`src/rtl/rxd_pkg.sv`:
```
package rxd_pkg;
  localparam int DATA_W   = 32;
  localparam int LEN_W    = 14;
  localparam int SIZE_W   = 13;
  localparam int DESC_B   = 16;
  localparam int OWN_BIT  = 31;
  localparam int CHN_BIT  = 24;

  typedef enum logic [3:0] {
    ST_IDLE, ST_RD0, ST_RD1, ST_RD2, ST_RD3,
    ST_SUSP, ST_READY, ST_WR2, ST_WR3, ST_WR0
  } eng_state_t;

  function automatic logic [31:0] f_clr_low(input logic [31:0] a);
    return {a[31:2], 2'b00};
  endfunction

  function automatic logic [31:0] f_buf2(input logic [31:0] w3,
                                         input logic chained,
                                         input logic frame_start);
    if (chained)          return 32'h0;
    else if (frame_start) return w3;
    else                  return f_clr_low(w3);
  endfunction

  function automatic logic [31:0] f_status(input logic [LEN_W-1:0] len,
                                           input logic first,
                                           input logic last);
    return {2'b00, len, 6'b000000, first, last, 8'h00};
  endfunction

  function automatic logic [LEN_W-1:0] f_frame_len(input logic first,
                                                   input logic [LEN_W-1:0] acc,
                                                   input logic [LEN_W-1:0] seg);
    return first ? seg : acc + seg;
  endfunction
endpackage

```
`src/rtl/rxd_link.sv`:
```
module rxd_link
  import rxd_pkg::*;
#(
  parameter int CNT_W = 8
) (
  input  logic [31:0]      cur_addr,
  input  logic [31:0]      base,
  input  logic [CNT_W-1:0] idx,
  input  logic [CNT_W-1:0] ring_cnt,
  input  logic             chained,
  input  logic [31:0]      w3,
  input  logic             frame_start,
  output logic [31:0]      next_addr,
  output logic [CNT_W-1:0] next_idx,
  output logic [31:0]      buf2_addr
);
  logic [CNT_W:0] idx_inc;
  logic           ring_wrap;

  assign idx_inc   = {1'b0, idx} + 1'b1;
  assign ring_wrap = idx_inc >= {1'b0, ring_cnt};

  always_comb begin
    if (chained) begin
      next_addr = f_clr_low(w3);
      next_idx  = idx;
    end else if (ring_wrap) begin
      next_addr = base;
      next_idx  = '0;
    end else begin
      next_addr = cur_addr + DESC_B;
      next_idx  = idx_inc[CNT_W-1:0];
    end
  end

  assign buf2_addr = f_buf2(w3, chained, frame_start);
endmodule

```
`src/rtl/rxd_frame_track.sv`:
```
module rxd_frame_track
  import rxd_pkg::*;
(
  input  logic             clk,
  input  logic             rst_n,
  input  logic             restart,
  input  logic             commit,
  input  logic             seg_first,
  input  logic             seg_last,
  input  logic [LEN_W-1:0] seg_len,
  output logic             frame_start,
  output logic [LEN_W-1:0] len_total
);
  logic [LEN_W-1:0] acc_q;

  assign len_total = f_frame_len(seg_first, acc_q, seg_len);

  always_ff @(posedge clk or negedge rst_n) begin
    if (!rst_n) begin
      acc_q       <= '0;
      frame_start <= 1'b1;
    end else if (restart) begin
      acc_q       <= '0;
      frame_start <= 1'b1;
    end else if (commit) begin
      acc_q       <= seg_last ? '0 : len_total;
      frame_start <= seg_last;
    end
  end
endmodule

```
`src/rtl/rx_desc_engine.sv`:
```
module rx_desc_engine
  import rxd_pkg::*;
#(
  parameter int CNT_W = 8
) (
  input  logic              clk,
  input  logic              rst_n,
  input  logic [31:0]       cfg_base,
  input  logic [CNT_W-1:0]  cfg_ring_cnt,
  input  logic              cfg_ts_en,
  input  logic              start,
  input  logic              poll_demand,
  output logic              mem_req,
  output logic              mem_we,
  output logic [31:0]       mem_addr,
  output logic [31:0]       mem_wdata,
  input  logic [31:0]       mem_rdata,
  input  logic              mem_ack,
  output logic              desc_ready,
  output logic [31:0]       desc_addr,
  output logic [31:0]       buf1_addr,
  output logic [SIZE_W-1:0] buf1_size,
  output logic [31:0]       buf2_addr,
  output logic [SIZE_W-1:0] buf2_size,
  input  logic              seg_valid,
  input  logic              seg_first,
  input  logic              seg_last,
  input  logic [LEN_W-1:0]  seg_len,
  input  logic [63:0]       ts_in,
  output logic              suspended
);
  eng_state_t        state;
  logic [31:0]       cur_q, w2_q, w3_q;
  logic [CNT_W-1:0]  idx_q, next_idx;
  logic [SIZE_W-1:0] sz1_q, sz2_q;
  logic              chn_q;
  logic              cap_first, cap_last, ts_pend;
  logic [LEN_W-1:0]  cap_len, len_total;
  logic [63:0]       cap_ts;
  logic [31:0]       next_addr;
  logic              frame_start;
  logic [1:0]        word_sel;

  // named events for the assertions
  logic restart_ev, commit_ev, seg_take_ev, w0_write_ev;
  assign restart_ev  = (state == ST_IDLE) && start;
  assign commit_ev   = (state == ST_WR0) && mem_ack;
  assign seg_take_ev = (state == ST_READY) && seg_valid;
  assign w0_write_ev = mem_req && mem_we && (word_sel == 2'd0);

  rxd_link #(.CNT_W(CNT_W)) u_link (
    .cur_addr   (cur_q),
    .base       (cfg_base),
    .idx        (idx_q),
    .ring_cnt   (cfg_ring_cnt),
    .chained    (chn_q),
    .w3         (w3_q),
    .frame_start(frame_start),
    .next_addr  (next_addr),
    .next_idx   (next_idx),
    .buf2_addr  (buf2_addr)
  );

  rxd_frame_track u_track (
    .clk        (clk),
    .rst_n      (rst_n),
    .restart    (restart_ev),
    .commit     (commit_ev),
    .seg_first  (cap_first),
    .seg_last   (cap_last),
    .seg_len    (cap_len),
    .frame_start(frame_start),
    .len_total  (len_total)
  );

  always_comb begin
    mem_req  = 1'b0;
    mem_we   = 1'b0;
    word_sel = 2'd0;
    mem_wdata = 32'h0;
    case (state)
      ST_RD0: begin mem_req = 1'b1; word_sel = 2'd0; end
      ST_RD1: begin mem_req = 1'b1; word_sel = 2'd1; end
      ST_RD2: begin mem_req = 1'b1; word_sel = 2'd2; end
      ST_RD3: begin mem_req = 1'b1; word_sel = 2'd3; end
      ST_WR2: begin mem_req = 1'b1; mem_we = 1'b1; word_sel = 2'd2;
                    mem_wdata = cap_ts[31:0]; end
      ST_WR3: begin mem_req = 1'b1; mem_we = 1'b1; word_sel = 2'd3;
                    mem_wdata = cap_ts[63:32]; end
      ST_WR0: begin mem_req = 1'b1; mem_we = 1'b1; word_sel = 2'd0;
                    mem_wdata = f_status(len_total, cap_first, cap_last); end
      default: ;
    endcase
  end

  assign mem_addr   = cur_q + {28'h0, word_sel, 2'b00};
  assign desc_ready = (state == ST_READY);
  assign suspended  = (state == ST_SUSP);
  assign desc_addr  = cur_q;
  assign buf1_addr  = w2_q;
  assign buf1_size  = sz1_q;
  assign buf2_size  = sz2_q;

  always_ff @(posedge clk or negedge rst_n) begin
    if (!rst_n) begin
      state     <= ST_IDLE;
      cur_q     <= '0;
      idx_q     <= '0;
      w2_q      <= '0;
      w3_q      <= '0;
      sz1_q     <= '0;
      sz2_q     <= '0;
      chn_q     <= 1'b0;
      cap_first <= 1'b0;
      cap_last  <= 1'b0;
      cap_len   <= '0;
      cap_ts    <= '0;
      ts_pend   <= 1'b0;
    end else begin
      case (state)
        ST_IDLE: if (start) begin
          cur_q <= cfg_base;
          idx_q <= '0;
          state <= ST_RD0;
        end
        ST_RD0: if (mem_ack) state <= mem_rdata[OWN_BIT] ? ST_RD1 : ST_SUSP;
        ST_SUSP: if (poll_demand) state <= ST_RD0;
        ST_RD1: if (mem_ack) begin
          sz1_q <= mem_rdata[12:0];
          sz2_q <= mem_rdata[28:16];
          chn_q <= mem_rdata[CHN_BIT];
          state <= ST_RD2;
        end
        ST_RD2: if (mem_ack) begin
          w2_q  <= mem_rdata;
          state <= ST_RD3;
        end
        ST_RD3: if (mem_ack) begin
          w3_q  <= mem_rdata;
          state <= ST_READY;
        end
        ST_READY: if (seg_valid) begin
          cap_first <= seg_first;
          cap_last  <= seg_last;
          cap_len   <= seg_len;
          cap_ts    <= ts_in;
          ts_pend   <= cfg_ts_en && seg_last;
          state     <= (cfg_ts_en && seg_last) ? ST_WR2 : ST_WR0;
        end
        ST_WR2: if (mem_ack) state <= ST_WR3;
        ST_WR3: if (mem_ack) begin
          ts_pend <= 1'b0;
          state   <= ST_WR0;
        end
        ST_WR0: if (mem_ack) begin
          cur_q <= next_addr;
          idx_q <= next_idx;
          state <= ST_RD0;
        end
        default: state <= ST_IDLE;
      endcase
    end
  end

  // request held until acknowledged
  assert_req_hold_R10: assert property (@(posedge clk) disable iff (!rst_n)
    (mem_req && !mem_ack) |=> (mem_req && $stable(mem_addr) && $stable(mem_we)
                               && $stable(mem_wdata)));
  // word-aligned accesses
  assert_addr_align_R10: assert property (@(posedge clk) disable iff (!rst_n)
    mem_req |-> (mem_addr[1:0] == 2'b00));
  // no bus traffic while suspended
  assert_quiet_susp_R3: assert property (@(posedge clk) disable iff (!rst_n)
    suspended |-> !mem_req);
  // ownership always released by the status write
  assert_own_clear_R9: assert property (@(posedge clk) disable iff (!rst_n)
    w0_write_ev |-> !mem_wdata[OWN_BIT]);
  // timestamp words land before the ownership release
  assert_ts_first_R7: assert property (@(posedge clk) disable iff (!rst_n)
    w0_write_ev |-> !ts_pend);
  // a timestamped segment starts with the word 2 write
  assert_ts_order_R7: assert property (@(posedge clk) disable iff (!rst_n)
    (seg_take_ev && cfg_ts_en && seg_last) |=> (mem_we && word_sel == 2'd2));
  // ring index stays inside the configured count
  assert_idx_range_R6: assert property (@(posedge clk) disable iff (!rst_n)
    (cfg_ring_cnt != '0) |-> (idx_q < cfg_ring_cnt));
  // idle engine stays off the bus
  assert_idle_quiet_R1: assert property (@(posedge clk) disable iff (!rst_n)
    (state == ST_IDLE) |-> (!mem_req && !desc_ready && !suspended));
endmodule

```
`config.mk`:
```
export PLATFORM = sky130hd
export DESIGN_NAME = rx_desc_engine
export DESIGN_NICKNAME = d
export VERILOG_FILES = /design/src/rtl/rxd_pkg.sv /design/src/rtl/rxd_link.sv /design/src/rtl/rxd_frame_track.sv /design/src/rtl/rx_desc_engine.sv
export SDC_FILE = /design/constraint.sdc
export NUM_CORES = 1
export LEC_CHECK = 0
export BUFFER_PORTS_ARGS = -buffer_cell sky130_fd_sc_hd__clkbuf_2
export CORE_ASPECT_RATIO = 0.8
export CORE_MARGIN = 2
export CORE_UTILIZATION = 50
export CTS_CLUSTER_DIAMETER = 50
export DETAILED_ROUTE_END_ITERATION = 7
export PLACE_DENSITY = 0.8
export SYNTH_ARGS = -nofsm -noshare
export SYNTH_HDL_FRONTEND = slang
export SYNTH_HIERARCHICAL = 1
export SYNTH_SLANG_ARGS = --single-unit
```
`constraint.sdc`:
```
create_clock -name clk -period 4.05 [get_ports clk]
set_input_delay 0.2025 -clock clk [delete_from_list [all_inputs] [get_ports clk]]
set_output_delay 0.2025 -clock clk [all_outputs]
set_load 0.005 [all_outputs]
```
==> metrics.cfg, run 1 <==
[timing]
finalHoldViolCount = 0
rsz0062_at_grt = no
setup_tns_ns = 0
fin_crit_ns = 3.714
skew_ns = 0.01887
fin_crit_sh_pct = 91.70
slew_headroom_pct = 23.47
slew_violations = 0
fmax_mhz = 269.3
setup_viol = 0
tightest_slew_ns = 1.144

[routing]
dr_wl_met2_um = 19080
top_layer_used = met4
wl_met1_um = 17240
wirelength_um = 41330
drc = 0
dr.pass1.iters = 6
vias = 11640
drtIter0Drc = 1008
drt-wirelength-per-cell_um = 20.70
route.met3.wl_um = 3369
ant_nets = 0
vias_per_cell = 5.827

[logic_synthesis]
async_flop_share_pct = 100.0
syn_area_per_cell_um2 = 10.74
synthesis.nets = 1376
synth_area_um2 = 12780
syn_inst = 1190
yosys_warnings = 6
synth_edf_count = 0
synth-seq-cells = 229
yosysUniqueCellTypes = 68
ys_seq_area_share_pct = 44.85
ys.flop_type = dfrtp_1

[clocking]
clk-insertion-delay-late_ns = 0.54
cts_max_path_buffers = 3
tritoncts = done
clkTransAtPathRegs_ns = 0.06
root_buffer = clkbuf_16
cts.sinks = 229
htree_levels = 1
numCtsBuffers = 27

[global_route]
grt_usage_pct = 30.43
grt-ovfl-total = 0
grt_max_degree = 116
grt_pass1_wl_um = 65140
grt_pass1_vias = 11940
antenna_found_initial = 2

[setup_path]
worst_path_most_repeated_cell = a21oi_1
crit_fanout = 13
path_cells = nand2b_1, a21oi_1, a21oi_1, nor2_1, ha_1, a21o_1, nor3b_2, buf_4, nand4_1, nor3_2, xor2_1, clkbuf_2
cp_top_family = simple AND/OR/NAND/NOR gates
critPathCaptureType = primary output
cp.required_ns = 3.85
critPathBufInv = 2
start_kind = flop
worstPathArrival_ns = 3.51
path_class = reg2out
slowest_delay_ns = 0.60
cpMaxStageDelayCell = dfrtp_1

[power_and_ir_drop]
pwr-share-comb_pct = 40.0
p_leak_nw = 8.297
peakVddDrop_v = 0.0004992
switching_share_pct = 39.11
p_per_area_nw_per_um2 = 687.3
clkPwrFrac_pct = 20.8
switching_power_mw = 4.598
seqPwrFrac_pct = 39.2
power.internal_mw = 7.159

[layout]
layout_commonest_cell = clkbuf_2
mostFrequentLayoutCells = clkbuf_2, dfrtp_1, mux2_2, dlygate4sd3_1, nand2_1
final_net_count = 1838
fin_cells = 1997
syn_to_final_growth_pct = 33.84
drive_gt1_share_pct = 36.62

[min_path]
hold_path_class = in2reg

[status]
status = complete, no violations

[floorplan]
dieWidth_um = 182.8
design.die.area_um2 = 26860
io_pins = 349
fp.dieH_um = 147
start_util_pct = 50.76
rows = 52
coreArea_um2 = 25180

[placed_design]
place_hpwl_um = 26680
routabilityCongestion = 0.9048
port_buffers = 348
placed_cells = 1807

[flow_run]
cap_violations = 0

==> what timing repair did <==
action                                  CTS  global route
resized for setup                         0             2
setup buffers                             0             0
hold buffers                            140             0
endpoints found under the setup margin    0             2
hold endpoints to repair                308             0
==> cells by family (layout without fill, tap and decap cells) <==
| kind of cell | count (synthesis) | in the layout | synth area share (%) |
|---|---|---|---|
| AOI/OAI and AO/OA | 202 | 202 | 11.18 |
| adders and majority gates | 27 | 27 | 2.761 |
| xor gates and xnor gates | 66 | 66 | 4.523 |
| and+or+nand+nor | 332 | 332 | 13.38 |
| DFF | 229 | 229 | 44.85 |
| other | 0 | 2 | 0 |
| buffers and inverters | 107 | 588 | 3.808 |
| muxes | 227 | 227 | 19.50 |
==> cell usage after synthesis (all sizes together), types with 16 or more instances <==
cell      n  share of area, %
dfrtp   228                45
o21ai    80               3.2
mux2i    54               4.2
xor2     23               1.6
nor2b    36               1.8
mux2    173                15
nand2   117               3.5
a21oi    19              0.74
nand3    35               1.4
nor2     39               1.2
clkbuf   36               1.1
a222oi   16               1.3
xnor2    43               2.9
ha       25               2.4
buf      34               1.7
inv      37               1.1
nand4    19              0.93
a22o     28               1.9
and3     17              0.83
nor3     16              0.67
==> power by group through the flow <==
stage | clock, mW | sequential (mW) | combinational (mW)
floorplan | 0 | 4.08 | 3.02
global placement | 0 | 4.48 | 4.35
detailed placement | 0 | 4.55 | 4.47
CTS | 2.47 | 4.52 | 4.62
global route | 2.57 | 4.75 | 5.12
finish | 2.45 | 4.61 | 4.71
==> final timing paths <==
kind                               from  slack [ns]  depth (start not counted)                   to
max                            state[3]        0.34                         12         mem_addr[31]
min                        cfg_base[18]        0.02                          3        desc_addr[18]
max reg2reg                    idx_q[2]        0.63                         13        desc_addr[27]
min reg2reg                  cap_ts[46]        0.50                          1           cap_ts[46]
max in group asynchronous         rst_n        2.79                          3  u_track/frame_start
min in group asynchronous         rst_n        0.36                          2        buf1_addr[19]
==> metal layers <==
layer | vias to the layer above | global-route usage (%)
met4 | 0 | 12.26
met5 | - | 0
met1 | 5691 | 41.13
met3 | 135 | 6.470
li1 | 5239 | -
met2 | 571 | 48.02
==> through the flow <==
stage	util [%]	area, µm²	setup slack [ns]	power [mW]	hold WS (ns)
after global placement	58.80	14800	0.8217	8.831	0.3502
final	67.94	17110	0.3363	11.76	0.02014
after detailed placement	58.80	14800	0.6723	9.023	0.3566
after CTS	67.89	17100	0.1904	11.61	0.007793
after floorplan	-	12780	0.9938	7.096	-0.09309
after global routing	67.94	17110	0.03454	12.44	0.02499
==> cell type report <==
class / instances / area [µm²]
antenna: 2 / 5.005
clock buffer: 38 / 787.0
clock inverter: 10 / 102.6
fill: 1812 / 8073
inverter: 37 / 138.9
multi-input combinational: 854 / 6615
sequential: 229 / 5737
tap: 324 / 405.4
timing repair buffer: 503 / 3316
==> registers in the layout, summed over array words and instances, names as in the netlist, 4 cells and up <==
signal / cells
cap_len: 14
u_track/acc_q: 14
buf2_size: 13
buf1_addr: 32
idx_q: 8
cap_ts: 64
buf1_size: 13
desc_addr: 32
state: 4
w3_q: 32
==> worst register-to-register path: stages (launching register included) <==
cell and delay, ns:
dfrtp_1 0.44, and3_1 0.23, and3_1 0.19, nand3_1 0.10, xnor2_1 0.22, ha_1 0.29
and3_1 0.20, a221o_1 0.36, a211oi_4 0.28, buf_12 0.27, and2_4 0.32, a221o_1 0.17
mux2i_1 0.06, o21ai_0 0.21
No activity file was read; power rests on OpenSTA's default activity.
==> run 2: changes to the inputs <==
- CORE_ASPECT_RATIO: 0.8 -> 1.75
- CORE_UTILIZATION: 50 -> 45
- PLACE_DENSITY: 0.8 -> 0.73
==> metrics.cfg, run 2 (same netlist as run 1, synthesis figures left out) <==
[global_route]
grt-ovfl-total = 0  ; unchanged
grt_pass1_wl_um = 62160  ; was 65140 µm
grt_use_met1_pct = 28.34  ; was 41.13%
antenna_found_initial = 0  ; was 2
grtUsageMet2_pct = 48.91  ; was 48.02%
grt-busiest-layer = met2  ; unchanged
grt_pass1_vias = 11780  ; was 11940
grt_use_met3_pct = 4.231  ; was 6.470%
grt_max_degree = 95  ; was 116
grt_usage_pct = 26.06  ; was 30.43%

[timing]
fin_crit_ns = 3.710  ; was 3.714 ns
finalHoldViolCount = 0  ; unchanged
slew_headroom_pct = 16.88  ; was 23.47%
slew_violations = 0  ; unchanged
tightest_slew_ns = 1.242  ; was 1.144 ns
fmax_mhz = 269.5  ; was 269.3 MHz
skew_ns = 0.01581  ; was 0.01887 ns
fin_crit_sh_pct = 91.61  ; was 91.70%
setup_tns_ns = 0  ; unchanged
setup_viol = 0  ; unchanged
rsz0062_at_grt = no  ; unchanged

[setup_path]
path_class = reg2out  ; unchanged
worstPathArrival_ns = 3.51  ; about the same
critPathCaptureType = primary output  ; unchanged
cp.required_ns = 3.85  ; about the same
cp_top_family = simple AND/OR/NAND/NOR gates  ; unchanged
r2r_cells = 13  ; unchanged
r2r_slack_ns = 0.67  ; was 0.63 ns
cpMaxStageDelayCell = dfrtp_1  ; unchanged
critPathBufInv = 1  ; was 2
crit_path_start = state[3]  ; unchanged
start_kind = flop  ; unchanged
r2r-end = desc_addr[23]  ; was desc_addr[27]
r2r_start = idx_q[2]  ; unchanged
path_cells = nand2b_1, nand2_1, a22o_1, ha_1, a21o_1, nor3b_4, nand4_1, nor3_1, xor2_1, clkbuf_2  ; was nand2b_1, a21oi_1, a21oi_1, nor2_1, ha_1, a21o_1, nor3b_2, buf_4, nand4_1, nor3_2, xor2_1, clkbuf_2
slowest_delay_ns = 0.59  ; was 0.60 ns
crit_fanout = 13  ; unchanged
cp.depth = 10  ; was 12

[layout]
diodes = 0  ; was 2
multi_input_area_um2 = 6616  ; was 6615 µm²
syn_to_final_growth_pct = 32.60  ; was 33.84%
drive_gt1_share_pct = 36.45  ; was 36.62%
layout_commonest_cell = clkbuf_2  ; unchanged
nFillCells = 2237  ; was 1812
largest_register_ffs = 64  ; unchanged
mostFrequentLayoutCells = clkbuf_2, dfrtp_1, mux2_2, dlygate4sd3_1, nand2_1  ; unchanged
final_util_pct = 60.59  ; was 67.94%
regMostFlops = cap_ts  ; unchanged
regArea_um2 = 5737  ; unchanged
fin_cells = 2033  ; was 1997
final_net_count = 1829  ; was 1838

[min_path]
min_to = desc_addr[3]  ; was desc_addr[18]
hold_depth = 3  ; unchanged
min-delay-start = cfg_base[3]  ; was cfg_base[18]
hold_path_class = in2reg  ; unchanged

[power_and_ir_drop]
switching_power_mw = 4.413  ; was 4.598 mW
pwr-share-comb_pct = 40.5  ; was 40.0%
switching_share_pct = 38.86  ; was 39.11%
clkPwrFrac_pct = 19.2  ; was 20.8%
seqPwrFrac_pct = 40.4  ; was 39.2%
p_per_area_nw_per_um2 = 670.1  ; was 687.3 nW/µm²
peakVddDrop_v = 0.0004382  ; was 0.0004992 V
p_leak_nw = 8.214  ; was 8.297 nW
power.internal_mw = 6.943  ; was 7.159 mW

[routing]
drtIter0Drc = 786  ; was 1008
wirelength_um = 39820  ; was 41330 µm
dr.pass1.iters = 8  ; was 6
drt-wirelength-per-cell_um = 19.59  ; was 20.70 µm
drc = 0  ; unchanged
vias_per_cell = 5.545  ; was 5.827
ant_nets = 0  ; unchanged
vias = 11270  ; was 11640

[placed_design]
place_hpwl_um = 27400  ; was 26680 µm
port_buffers = 348  ; unchanged
routabilityCongestion = 0.8906  ; was 0.9048
placed_cells = 1857  ; was 1807

[floorplan]
fp.dieH_um = 226.9  ; was 147 µm
io_pins = 349  ; unchanged
rows = 81  ; was 52
coreArea_um2 = 27970  ; was 25180 µm²
start_util_pct = 45.69  ; was 50.76%
design.die.area_um2 = 29820  ; was 26860 µm²
dieWidth_um = 131.4  ; was 182.8 µm

[status]
status = complete, no violations  ; unchanged

[clocking]
cts_setup_buffers = 0  ; unchanged
cts_max_path_buffers = 3  ; unchanged
root_buffer = clkbuf_16  ; unchanged
clkTransAtPathRegs_ns = 0.06  ; about the same
numCtsBuffers = 25  ; was 27
tritoncts = done  ; unchanged
clk-insertion-delay-late_ns = 0.53  ; was 0.54 ns
cts.sinks = 229  ; unchanged
htree_levels = 1  ; unchanged

[flow_run]
cap_violations = 0  ; unchanged

## run 2: changes by cell type in the layout (fill, tap and decap cells not counted), sizes merged
cell,previous run,this run
buf,16,17
bufinv,1,0
clkbuf,385,383
clkinv,3,5
clkinvlp,1,0
diode,2,0
dlygate4sd3,140,132
inv,42,40
## run 2: timing repair
action / 4_1_cts / 5_1_grt
hold buffers: 132 / 0
gates resized for setup: 0 / 2
endpoints found under the setup margin: 0 / 4
endpoints found under the hold margin: 272 / 0
## run 2: power by group through the flow
stage | Sequential [mW] | Combinational, mW | Clock [mW]
final | 4.58 | 4.59 | 2.18
after global routing | 4.72 | 5.02 | 2.33
after detailed placement | 4.57 | 4.46 | 0
after floorplan | 4.08 | 3.02 | 0
after CTS | 4.53 | 4.58 | 2.24
after global placement | 4.50 | 4.32 | 0
## run 2: worst max path at each step
stage                    end  slack [ns]
6_report        mem_addr[31]        0.34
5_1_grt         mem_addr[31]        0.09
4_1_cts         mem_addr[31]        0.07
3_5_place_dp    mem_addr[31]        0.64
3_3_place_gp    mem_addr[31]        0.69
2_1_floorplan  desc_addr[23]        0.99
## run 2: cell type report
cell class | instances | share of cell area [%]
Multi-Input combinational cell | 854 | 39.04
Sequential cell | 229 | 33.85
Timing Repair Buffer | 496 | 18.99
Clock buffer | 36 | 4.171
Tap cell | 373 | 2.754
Inverter | 37 | 0.8195
Clock inverter | 8 | 0.3765
## run 2: per-layer routing
| metal | routed length (µm) | vias up |
|---|---|---|
| met4 | 1972 | 0 |
| met2 | 21030 | 447 |
| met3 | 2239 | 108 |
| met1 | 14580 | 5526 |
| li1 | - | 5193 |
| met5 | 0 | - |
## run 2: worst min-delay path, delay by kind of cell
kind / cells / cell delay [ns]
mux: 1 / 0.06
buf+inv: 1 / 0.09
compound gates: 1 / 0.15
## run 2: per-stage QoR
stage	worst slack [ns]	hold slack, ns	power (mW)	area, µm²
after detailed placement	0.6437	0.2794	9.028	14850
after floorplan	0.9938	-0.09309	7.096	12780
final	0.3398	0.01701	11.36	16950
after global placement	0.6881	0.2751	8.815	14850
after CTS	0.07325	0.002528	11.34	16940
after global routing	0.09108	0.01483	12.06	16950
